==> config.mk <==
export PLATFORM = sky130hd
export DESIGN_NAME = usb_rx_pingpong
export DESIGN_NICKNAME = d
export VERILOG_FILES = /design/src/rtl/rxf_pkg.sv /design/src/rtl/rxf_store.sv /design/src/rtl/rxf_fill.sv /design/src/rtl/rxf_drain.sv /design/src/rtl/usb_rx_pingpong.sv
export SDC_FILE = /design/constraint.sdc
export NUM_CORES = 1
export LEC_CHECK = 0
export BUFFER_PORTS_ARGS = -buffer_cell sky130_fd_sc_hd__buf_2
export CAP_MARGIN = 20
export CORE_MARGIN = 5
export CORE_UTILIZATION = 65
export CTS_CLUSTER_SIZE = 25
export DETAILED_ROUTE_END_ITERATION = 8
export HOLD_SLACK_MARGIN = 0.08
export PLACE_DENSITY = 0.86
export REMOVE_ABC_BUFFERS = 1
export SLEW_MARGIN = 25
export SYNTH_ARGS = -nofsm -noshare
export SYNTH_HDL_FRONTEND = slang
export SYNTH_SLANG_ARGS = --single-unit
==> constraint.sdc <==
create_clock -name clk -period 8.1 [get_ports clk]
set_input_delay 0.81 -clock clk [delete_from_list [all_inputs] [get_ports clk]]
set_output_delay 0.81 -clock clk [all_outputs]
set_load 0.005 [all_outputs]
==> src/rtl/rxf_pkg.sv <==
package rxf_pkg;
    localparam int NBUF = 2;

    // Choose a free buffer for a packet that is starting.
    // Result bit 1: a buffer is free; bit 0: the buffer index.
    function automatic logic [1:0] pick_buf(input logic iso, input logic sel, input logic [NBUF-1:0] full);
        logic pref;
        pref = iso ? ~sel : sel;
        if (!full[pref]) return {1'b1, pref};
        if (!full[~pref]) return {1'b1, ~pref};
        return 2'b00;
    endfunction
endpackage

==> src/rtl/rxf_store.sv <==
module rxf_store #(
    parameter int DATA_W = 8,
    parameter int DEPTH  = 64
) (
    input  logic                     clk,
    input  logic                     we_i,
    input  logic                     wbuf_i,
    input  logic [$clog2(DEPTH)-1:0] waddr_i,
    input  logic [DATA_W-1:0]        wdata_i,
    input  logic                     rbuf_i,
    input  logic [$clog2(DEPTH)-1:0] raddr_i,
    output logic [DATA_W-1:0]        rdata_o
);
    import rxf_pkg::*;

    logic [DATA_W-1:0] rd_each [NBUF];

    for (genvar b = 0; b < NBUF; b++) begin : g_buf
        logic [DATA_W-1:0] mem_q [DEPTH];
        always_ff @(posedge clk) begin
            if (we_i && (wbuf_i == 1'(b))) mem_q[waddr_i] <= wdata_i;
        end
        assign rd_each[b] = mem_q[raddr_i];
    end

    assign rdata_o = rd_each[rbuf_i];
endmodule

==> src/rtl/rxf_fill.sv <==
module rxf_fill #(
    parameter int DEPTH = 64
) (
    input  logic                                            clk,
    input  logic                                            rst_n,
    input  logic                                            iso_i,
    input  logic                                            wr_valid_i,
    input  logic                                            eop_i,
    input  logic                                            rd_sel_i,
    input  logic                                            release_i,
    input  logic                                            rel_buf_i,
    output logic                                            we_o,
    output logic                                            wbuf_o,
    output logic [$clog2(DEPTH)-1:0]                        waddr_o,
    output logic [rxf_pkg::NBUF-1:0]                        full_o,
    output logic [rxf_pkg::NBUF-1:0][$clog2(DEPTH+1)-1:0]   cnt_o,
    output logic                                            nak_o
);
    import rxf_pkg::*;

    localparam int AW = $clog2(DEPTH);
    localparam int CW = $clog2(DEPTH + 1);

    typedef struct packed {
        logic                      active;
        logic                      drop;
        logic                      tgt;
        logic [CW-1:0]             wcnt;
        logic [NBUF-1:0]           full;
        logic [NBUF-1:0][CW-1:0]   cnt;
    } fill_s;

    fill_s q, n;
    logic  start, cur_ok, cur_buf, take;
    logic  [1:0] pick;
    logic  [CW-1:0] wc;

    always_comb begin
        n       = q;
        we_o    = 1'b0;
        waddr_o = q.wcnt[AW-1:0];
        pick    = pick_buf(iso_i, rd_sel_i, q.full);
        start   = !q.active && !q.drop && (wr_valid_i || eop_i);
        cur_ok  = q.active || (start && pick[1]);
        cur_buf = q.active ? q.tgt : pick[0];
        wbuf_o  = cur_buf;
        take    = 1'b0;
        wc      = q.wcnt;

        if (release_i) n.full[rel_buf_i] = 1'b0;

        if (start && !pick[1] && !eop_i) n.drop = 1'b1;
        if (q.drop && eop_i) n.drop = 1'b0;

        if (cur_ok) begin
            take = wr_valid_i && (q.wcnt < CW'(DEPTH));
            we_o = take;
            wc   = q.wcnt + CW'(take);
            if (eop_i) begin
                n.full[cur_buf] = 1'b1;
                n.cnt[cur_buf]  = wc;
                n.active        = 1'b0;
                n.wcnt          = '0;
            end else begin
                n.active = 1'b1;
                n.tgt    = cur_buf;
                n.wcnt   = wc;
            end
        end
    end

    always_ff @(posedge clk) begin
        if (!rst_n) q <= '0;
        else        q <= n;
    end

    assign full_o = q.full;
    assign cnt_o  = q.cnt;
    assign nak_o  = &q.full;

    // a buffer that holds a packet is never overwritten
    assert_no_write_full_R8: assert property (@(posedge clk) disable iff (!rst_n)
        we_o |-> !q.full[wbuf_o]);
    // no byte is stored while the NAK request is up
    assert_nak_blocks_R8: assert property (@(posedge clk) disable iff (!rst_n)
        nak_o |-> !we_o);
    // closing an open packet leaves its buffer full unless released in the same cycle
    assert_eop_marks_full_R2: assert property (@(posedge clk) disable iff (!rst_n)
        (eop_i && q.active && !(release_i && rel_buf_i == q.tgt)) |=> q.full[$past(q.tgt)]);
    for (genvar b = 0; b < NBUF; b++) begin : g_chk
        // a latched count never exceeds one maximum packet
        assert_cnt_bound_R3: assert property (@(posedge clk) disable iff (!rst_n)
            q.full[b] |-> (q.cnt[b] <= CW'(DEPTH)));
    end
endmodule

==> src/rtl/rxf_drain.sv <==
module rxf_drain #(
    parameter int DATA_W = 8,
    parameter int DEPTH  = 64
) (
    input  logic                                            clk,
    input  logic                                            rst_n,
    input  logic                                            iso_i,
    input  logic                                            sof_i,
    input  logic                                            rd_i,
    input  logic                                            done_i,
    input  logic [rxf_pkg::NBUF-1:0]                        full_i,
    input  logic [rxf_pkg::NBUF-1:0][$clog2(DEPTH+1)-1:0]   cnt_i,
    input  logic [DATA_W-1:0]                               rdata_i,
    output logic                                            rbuf_o,
    output logic [$clog2(DEPTH)-1:0]                        raddr_o,
    output logic                                            release_o,
    output logic                                            rel_buf_o,
    output logic [$clog2(DEPTH+1)-1:0]                      size_o,
    output logic [DATA_W-1:0]                               data_o,
    output logic                                            under_o
);
    localparam int AW = $clog2(DEPTH);
    localparam int CW = $clog2(DEPTH + 1);

    typedef struct packed {
        logic              sel;
        logic [CW-1:0]     ptr;
        logic [DATA_W-1:0] rdata;
        logic              under;
    } drain_s;

    drain_s q, n;
    logic   sel_full, rd_ok, swap;

    always_comb begin
        n        = q;
        sel_full = full_i[q.sel];
        size_o   = sel_full ? cnt_i[q.sel] : '0;
        rd_ok    = rd_i && (q.ptr < size_o);
        raddr_o  = q.ptr[AW-1:0];
        rbuf_o   = q.sel;

        if (rd_i) begin
            if (rd_ok) begin
                n.rdata = rdata_i;
                n.ptr   = q.ptr + CW'(1);
            end else begin
                n.rdata = '0;
                n.under = 1'b1;
            end
        end

        swap = iso_i ? sof_i : (done_i && sel_full);
        if (swap) begin
            n.sel = ~q.sel;
            n.ptr = '0;
        end
        release_o = swap;
        rel_buf_o = q.sel;
    end

    always_ff @(posedge clk) begin
        if (!rst_n) q <= '0;
        else        q <= n;
    end

    assign data_o  = q.rdata;
    assign under_o = q.under;

    // the read pointer never passes the valid size of the selected buffer
    assert_ptr_in_range_R5: assert property (@(posedge clk) disable iff (!rst_n)
        q.ptr <= size_o);
    // a read with nothing left returns zero and flags underrun
    assert_empty_read_zero_R5: assert property (@(posedge clk) disable iff (!rst_n)
        (rd_i && size_o == '0) |=> (data_o == '0 && under_o));
    // underrun is sticky
    assert_under_sticky_R5: assert property (@(posedge clk) disable iff (!rst_n)
        under_o |=> under_o);
    // in bulk mode a finish strobe on an empty selection keeps the selection
    assert_bulk_done_empty_R6: assert property (@(posedge clk) disable iff (!rst_n)
        (!iso_i && !sel_full) |=> (q.sel == $past(q.sel)));
endmodule

==> src/rtl/usb_rx_pingpong.sv <==
module usb_rx_pingpong #(
    parameter int DATA_W  = 8,
    parameter int MAX_PKT = 64
) (
    input  logic                         clk,
    input  logic                         rst_n,
    input  logic                         iso_mode_i,
    input  logic                         sof_i,
    input  logic                         usb_valid_i,
    input  logic [DATA_W-1:0]            usb_data_i,
    input  logic                         usb_eop_i,
    output logic                         usb_nak_o,
    input  logic                         cpu_rd_i,
    output logic [DATA_W-1:0]            cpu_data_o,
    output logic [$clog2(MAX_PKT+1)-1:0] rx_size_o,
    input  logic                         rd_done_i,
    output logic                         underrun_o
);
    import rxf_pkg::*;

    localparam int AW = $clog2(MAX_PKT);
    localparam int CW = $clog2(MAX_PKT + 1);

    logic                     we, wbuf, rbuf, rel, rel_buf;
    logic [AW-1:0]            waddr, raddr;
    logic [DATA_W-1:0]        rdata;
    logic [NBUF-1:0]          full;
    logic [NBUF-1:0][CW-1:0]  cnt;

    rxf_fill #(.DEPTH(MAX_PKT)) u_fill (
        .clk        (clk),
        .rst_n      (rst_n),
        .iso_i      (iso_mode_i),
        .wr_valid_i (usb_valid_i),
        .eop_i      (usb_eop_i),
        .rd_sel_i   (rbuf),
        .release_i  (rel),
        .rel_buf_i  (rel_buf),
        .we_o       (we),
        .wbuf_o     (wbuf),
        .waddr_o    (waddr),
        .full_o     (full),
        .cnt_o      (cnt),
        .nak_o      (usb_nak_o)
    );

    rxf_store #(.DATA_W(DATA_W), .DEPTH(MAX_PKT)) u_store (
        .clk     (clk),
        .we_i    (we),
        .wbuf_i  (wbuf),
        .waddr_i (waddr),
        .wdata_i (usb_data_i),
        .rbuf_i  (rbuf),
        .raddr_i (raddr),
        .rdata_o (rdata)
    );

    rxf_drain #(.DATA_W(DATA_W), .DEPTH(MAX_PKT)) u_drain (
        .clk       (clk),
        .rst_n     (rst_n),
        .iso_i     (iso_mode_i),
        .sof_i     (sof_i),
        .rd_i      (cpu_rd_i),
        .done_i    (rd_done_i),
        .full_i    (full),
        .cnt_i     (cnt),
        .rdata_i   (rdata),
        .rbuf_o    (rbuf),
        .raddr_o   (raddr),
        .release_o (rel),
        .rel_buf_o (rel_buf),
        .size_o    (rx_size_o),
        .data_o    (cpu_data_o),
        .under_o   (underrun_o)
    );

    // an empty selection always reports a zero size
    assert_size_zero_empty_R10: assert property (@(posedge clk) disable iff (!rst_n)
        !full[rbuf] |-> (rx_size_o == '0));
endmodule

* Word-level counts from Yosys, hierarchy flattened
Memory sizes are Yosys's and may differ from the RTL's. A register that Yosys moved wholly into a read port is not among the register bits.
Cells that the tools add are included.
** Storage, ports and cells
- Input bits :: 16
- Memories kept :: 2
- Logic and storage cells :: 103
- Output and inout bits :: 17
- RAM bits :: 1024
- Flip-flop bits (word level) :: 43
** Memory list
- u_store.g_buf[0].mem_q :: words 64, bits a word 8, read ports 1, clocked after Yosys merged registers in 1, wr ports 1, line rxf_store.sv:19 : logic [DATA_W-1:0] mem_q [DEPTH];
- u_store.g_buf[1].mem_q :: words 64, bits a word 8, read ports 1, clocked after Yosys merged registers in 1, wr ports 1, line rxf_store.sv:19
** Operators by class
- Multiplexer cells :: 43
- Bitwise operators :: 10
- Reductions and logical operators :: 26
- Order comparisons :: 9
- Add/subtract/negate cells :: 2
** Operator list (number)
- $mux W7 :: 5
- $mux W16 :: 2
- $mux W8 :: 4
- $mux W6 :: 4
- $mux W1 :: 19
- $bwmux W14 :: 1
- $logic_and A1 B1 Y1 :: 13
- $mux W2 :: 5
- $reduce_and A2 Y1 :: 5
- $lt A1 B2 Y1 const B :: 4
- $add A7 B1 Y7 :: 1
- $add A7 B1 Y7 const B :: 1
- $demux W7 S1 :: 1
- $lt A7 B7 Y1 :: 1
- $lt A7 B7 Y1 const B :: 1
- $not A1 Y1 :: 6
- $logic_not A1 Y1 :: 4
- $reduce_or A2 Y1 :: 2
- $and A2 B2 Y2 :: 1
- $demux W1 S1 :: 2
- $ge A1 B1 Y1 const B :: 2
- $ge A2 B2 Y1 const B :: 1
- $logic_or A1 B1 Y1 :: 2
- $not A1 Y2 :: 1
- other kinds (2) :: 2

* Longest topological paths before layout
- Depth in word-level cells :: 17
- Gate-level depth with buffers :: 12

* Modules after synthesis
A second synthesis with hierarchy kept.
** Second synthesis, totals
- Cells, all modules :: 1953
- Area total of the unflattened synthesis :: 42219.2 µm²
** By module, submodules not included
- rxf_store :: area an instance 39542.9 µm², cells each 1634, instances 1
- rxf_fill :: area an instance 1360.1 µm², cells each 154, instances 1
- rxf_drain :: area an instance 1316.3 µm², cells each 165, instances 1

* Worst setup path after synthesis
OpenSTA, ideal clock, no wires.
- Path type :: in2reg
- From :: input usb_valid_i
- To :: memory u_store.g_buf[0].mem_q[47][0] (enable)
- Stages on the path :: 7
- Required time :: 7.729 ns
- Setup slack :: 5.184 ns
- Arrival time :: 2.546 ns
- Path through :: nor2_1 nor3_1 nor2_1 clkbuf_1 nor3b_1 nand4_1 nor2_1
** On the way
- Cells in the longest elaborated chain, start to end :: 8
** Ends and longest elaborated chain
- start, declared :: line usb_rx_pingpong.sv:9 : input logic usb_valid_i,
- $logic_or A1 B1 Y1 :: line rxf_fill.sv:43 : start = !q.active && !q.drop && (wr_valid_i || eop_i);
- $logic_and A1 B1 Y1 :: line rxf_fill.sv:43
- $logic_and A1 B1 Y1 :: line rxf_fill.sv:44 : cur_ok = q.active || (start && pick[1]);
- $logic_or A1 B1 Y1 :: line rxf_fill.sv:44
- $mux W1 (*) :: line rxf_fill.sv:55 : if (cur_ok) begin
- $logic_and A1 B1 Y1 (*) :: line rxf_store.sv:21 : if (we_i && (wbuf_i == 1'(b))) mem_q[waddr_i] <= wdata_i;
- $mux W1 (*) :: line rxf_store.sv:21
- $mux W1 (implied by the code) (*) :: line rxf_store.sv:21
- end, declared :: line rxf_store.sv:19
Mark *: on every way between the ends. The rest lies on a longest branch, timed or not.

* Worst setup path after layout
- From :: register u_drain.q (netlist bit u_drain.rbuf_o)
- To :: memory u_store.g_buf[0].mem_q[47][5] (enable)
** On the way
- Cells in the longest elaborated chain, start to end :: 14
** Ends and longest elaborated chain
- start, declared :: line rxf_drain.sv:32 : drain_s q, n;
- start signal, assigned :: line rxf_drain.sv:64 : else q <= n;
- $not A1 Y1 :: line rxf_pkg.sv:8 : pref = iso ? ~sel : sel;
- $mux W1 (*) :: line rxf_pkg.sv:8
- $mux W1 (implied by the code) (2 in a row) :: line rxf_pkg.sv:10 : if (!full[~pref]) return {1'b1, ~pref};
- $mux W1 (2 in a row) :: line rxf_pkg.sv:10
- $mux W2 :: line rxf_pkg.sv:11 : return 2'b00;
- $mux W2 (*) :: line rxf_pkg.sv:10
- $logic_and A1 B1 Y1 :: line rxf_fill.sv:44
- $logic_or A1 B1 Y1 :: line rxf_fill.sv:44
- $mux W1 :: line rxf_fill.sv:55
- $logic_and A1 B1 Y1 (*) :: line rxf_store.sv:21
- $mux W1 (*) :: line rxf_store.sv:21
- $mux W1 (implied by the code) (*) :: line rxf_store.sv:21
Mark *: on every way between the ends. The rest lies on a longest branch, timed or not. The select of a mux whose other input is x is not followed.

==> impl.org <==
** Layout
- Most common cell after layout, fill and taps aside :: sky130_fd_sc_hd__edfxtp_1
- Sequential standard cell area :: 0.0317 sq mm
- Share of post-route cells with drive strength above 1 :: 0.211
- For this run, the post-layout net count is between 2000 and 2500.
- Fillers :: approximately 3400
- Layout Area Growth over Synthesis :: 9.48%
- Leading cell types in the layout, fill and taps excluded :: 1024 x sky130_fd_sc_hd__edfxtp_1, 234 x sky130_fd_sc_hd__mux4_2, 187 x sky130_fd_sc_hd__nor2_1, 115 x sky130_fd_sc_hd__mux2i_1, 98 x sky130_fd_sc_hd__clkbuf_16
- Multi-input gate area in the final layout :: about 0.0097 sq mm

** Timing
- Setup repair after global routing left no endpoint under its margin.
- Of the available clock period, the critical path in the final layout requires 0.528.
- Final critical-path required period :: about 4.3 ns
- The worst pin sits at a relative slew slack of 0.293.
- Worst hold slack after final layout :: 0.486 ns
- Layout Skew :: a little under 0.04 ns
- Slew @ Worst Pin :: approximately 1.1 ns
- The final max-slew violation count is 0.
- For this run, the top clock speed supported by timing is between 200 and 250 MHz.
- Setup violations remaining at the end of the flow were counted as 0.
- Final Hold Viols :: 0

** Clock tree
- For the worst-skew pair, the clock arrives at the later sink with an insertion delay of 0.68 ns.
- Clock root buffer master :: sky130_fd_sc_hd__clkbuf_16
- In this run the number of H-tree levels came out at 3.
- The clock passes through at most 3 buffers.
- Total clock buffers created by CTS :: 97
- Number of clock sinks :: roughly 1100
- CTS Hold Buffers Added :: 0
- Gates resized, CTS repair :: 0
- Clock tree from TritonCTS :: yes
- In this run the post-CTS setup repair buffer count came out at 0.
- Clock transition time at the flip-flop clock pins of the worst setup and hold paths :: approximately 0.06 ns

** Hold path
- Beginning of the worst hold path :: cpu_rd_i
- Class of the tightest hold or removal check :: in -> reg

** Routing
- Routed Antenna Nets :: 0
- Drt pass-1 iters :: 6
- In the routed design, unresolved DRC markers number 0.
- Dividing the detail-routed via count by the number of cells gives 7.43.
- After the first detailed-routing iteration, the DRC count stood at roughly 4000.
- Total via count in the routed design :: about 23000
- Wires add up to 110000 um.
- Average detailed-routed wire length per instance :: roughly 35 um

** Run
- Max Cap Violations :: 0

** Placed design
- Post-DP HPWL :: between 50000 and 60000 um
- Number of buffers added on ports :: 32
- At the end of routability-driven placement, the weighted congestion stood at between 0.9 and 1.

** Logic synthesis
- Yosys printed 0 warnings.
- Synthesized instance count :: around 2100
- Fraction of the mapped netlist area in simple logic gates :: 0.0356
- Sequential-to-total area share from yosys stat :: 0.751
- Area of the mapped netlist :: around 0.042 sq mm
- After synthesis the netlist holds a flip-flop and latch count of roughly 1100.
- Of the total synthesized cell area, the portion taken by XOR and XNOR cells is 0.00145.
- After synthesis, the largest family of logic cells by area is multiplexers.
- Avg Cell Area, Syn :: around 20 sq um
- Biggest area contributors in the synthesized netlist :: sky130_fd_sc_hd__edfxtp_1 73%, sky130_fd_sc_hd__mux4_2 12%, sky130_fd_sc_hd__mux2i_1 2.7%, sky130_fd_sc_hd__dfxtp_1 2.3%, sky130_fd_sc_hd__nor2_1 1.7%
- The area fraction in compound gates after synthesis is 0.0336.
- Yosys mapped the design onto 53 distinct sky130hd cell types.
- Of the post-synthesis cell area, the part taken by muxes is 0.157.
- Area share of the largest cell type after synthesis :: 0.728
- Of the total synthesized cell area, the portion taken by full adders, half adders and majority gates is 0.00266.
- Most instantiated flip-flop cell in the synthesis netlist :: sky130_fd_sc_hd__edfxtp_1
- Asr flop ratio synth :: 0
- Number of enable-type register cells in the synthesized netlist :: approximately 1000
- Cell taking the most area after synthesis :: sky130_fd_sc_hd__edfxtp_1

** GRT
- Across every metal layer, demand over resource in global routing totals 0.313.
- The via count of the first global-routing pass is about 23000.
- The total overflow left after global routing is 0.
- Entering global routing, the biggest net connects 142 pins.
- The initial antenna violation count was 2.
- The first global-routing pass estimated 159000 um of wire.

** Floorplanning
- The die is 265 um wide.
- DIE HEIGHT :: about 260 um
- The region available for standard cell placement spans between 0.06 and 0.07 sq mm.
- Boundary Pins :: 33
- Full die area :: around 0.07 sq mm
- The initial utilization of the core area, before any placement, comes to 0.656.
- Count of standard-cell rows :: 93

** Pwr
- Overall power after layout :: approximately 11000 uW
- For this design the static power due to leakage is approximately 0.014 uW.
- Worst IR Drop VDD :: 256 uV
- In this run the power density over the cells is 242 mW/mm^2.

** Critical path
- Largest driver fanout on the critical path :: 28
- Data required time of the worst path :: approximately 8.4 ns
- Arrival time reported for the critical path endpoint :: 4.57 ns
- The setup path with the least slack is of type reg -> reg.
- The worst register-to-register path begins at u_drain.rbuf_o$_SDFFE_PN0N_.
- Kind of capture point of the worst setup path :: flip-flop
- Element type at the critical path start :: flip-flop
- Tracing the worst setup path back leads to its startpoint at u_drain.rbuf_o$_SDFFE_PN0N_.

** Run status
- Status :: completed
[cells by family after synthesis]
kind of cell,after synthesis
xor gates and xnor gates,7
DFF,1073
muxes,368
adders and majority gates,9
and+or+nand+nor,335
AOI/OAI and AO/OA,195
buffers and inverters,157
[report_power, final]
part	leakage [uW]	total [uW]	switching [uW]	internal (uW)
logic	0.00290	420	272	148
clock network	0.00154	4660	2070	2590
registers	0.00961	6110	24.8	6090
[synthesized netlist by cell type, drive strengths merged (14+ instances only)]
| library cell | instances |
|---|---|
| nand2 | 45 |
| mux4 | 234 |
| nand3 | 22 |
| mux2 | 19 |
| nor2 | 188 |
| o21ai | 21 |
| o22ai | 20 |
| a22oi | 14 |
| nor3 | 16 |
| buf | 75 |
| clkbuf | 58 |
| edfxtp | 1024 |
| a221o | 14 |
| dfxtp | 49 |
| o221ai | 15 |
| mux2i | 115 |
| a21oi | 28 |
| a221oi | 14 |
| inv | 24 |
[worst paths after layout]
check | end | slack (ns) | cells past startpoint
worst max-delay path | u_store.g_buf[0].mem_q[47][5]$_DFFE_PP_ | 3.83 | 6
worst max register to register | u_store.g_buf[0].mem_q[47][5]$_DFFE_PP_ | 3.83 | 6
worst min-delay path | u_drain.under_o$_SDFFE_PN0P_ | 0.49 | 3
worst min register to register | u_drain.under_o$_SDFFE_PN0P_ | 0.49 | 2
[cell type report]
| cell class | count | share of cell area |
|---|---|---|
| repair buffers | 57 | 0.00952 |
| clock buffers | 124 | 0.0558 |
| multi-input cells | 914 | 0.211 |
| well taps | 855 | 0.0231 |
| flip-flops and latches | 1073 | 0.686 |
| diodes | 2 | 0.000108 |
| clock inverters | 59 | 0.0129 |
| inverters | 24 | 0.00195 |
[registers in the layout, summed over array words and instances, names as in the netlist, named ones only]
signal               cells
u_drain.data_o           8
u_drain.q                1
u_drain.raddr_o          6
u_drain.rbuf_o           1
u_drain.under_o          1
u_fill.full_o            2
u_fill.q                 4
u_fill.waddr_o           6
u_store.g_buf.mem_q   1024
[layer usage]
metal,GRT usage,part of all wire
met3,0.0881,0.14
met2,0.485,0.47
met4,0.150,0.060
met1,0.420,0.33
met5,0,0.00019
[worst max-delay path, cell delays in order (launching register included)]
cell and delay, ns:
sky130_fd_sc_hd__dfxtp_2 0.76, sky130_fd_sc_hd__xor2_1 0.14, sky130_fd_sc_hd__nor2_1 0.15, sky130_fd_sc_hd__o31ai_1 0.18, sky130_fd_sc_hd__nor3b_1 0.78, sky130_fd_sc_hd__nand4_1 0.95, sky130_fd_sc_hd__nor2_1 0.92
[metrics by stage]
step                       util  setup slack [ns]  cells  cell area, sq um  setup TNS (ns)
after detailed placement  0.668              3.66   2922             43000               0
after CTS                 0.717              3.71   3105             46200               0
final                     0.718              3.83   3108             46300               0
after global routing      0.718              3.75   3106             46300               0
after floorplan               -             -5.21   2011             41600          -41.27
after global placement    0.667              3.97   2921             43000               0
Note: power is estimated with default switching activity, not from simulation.
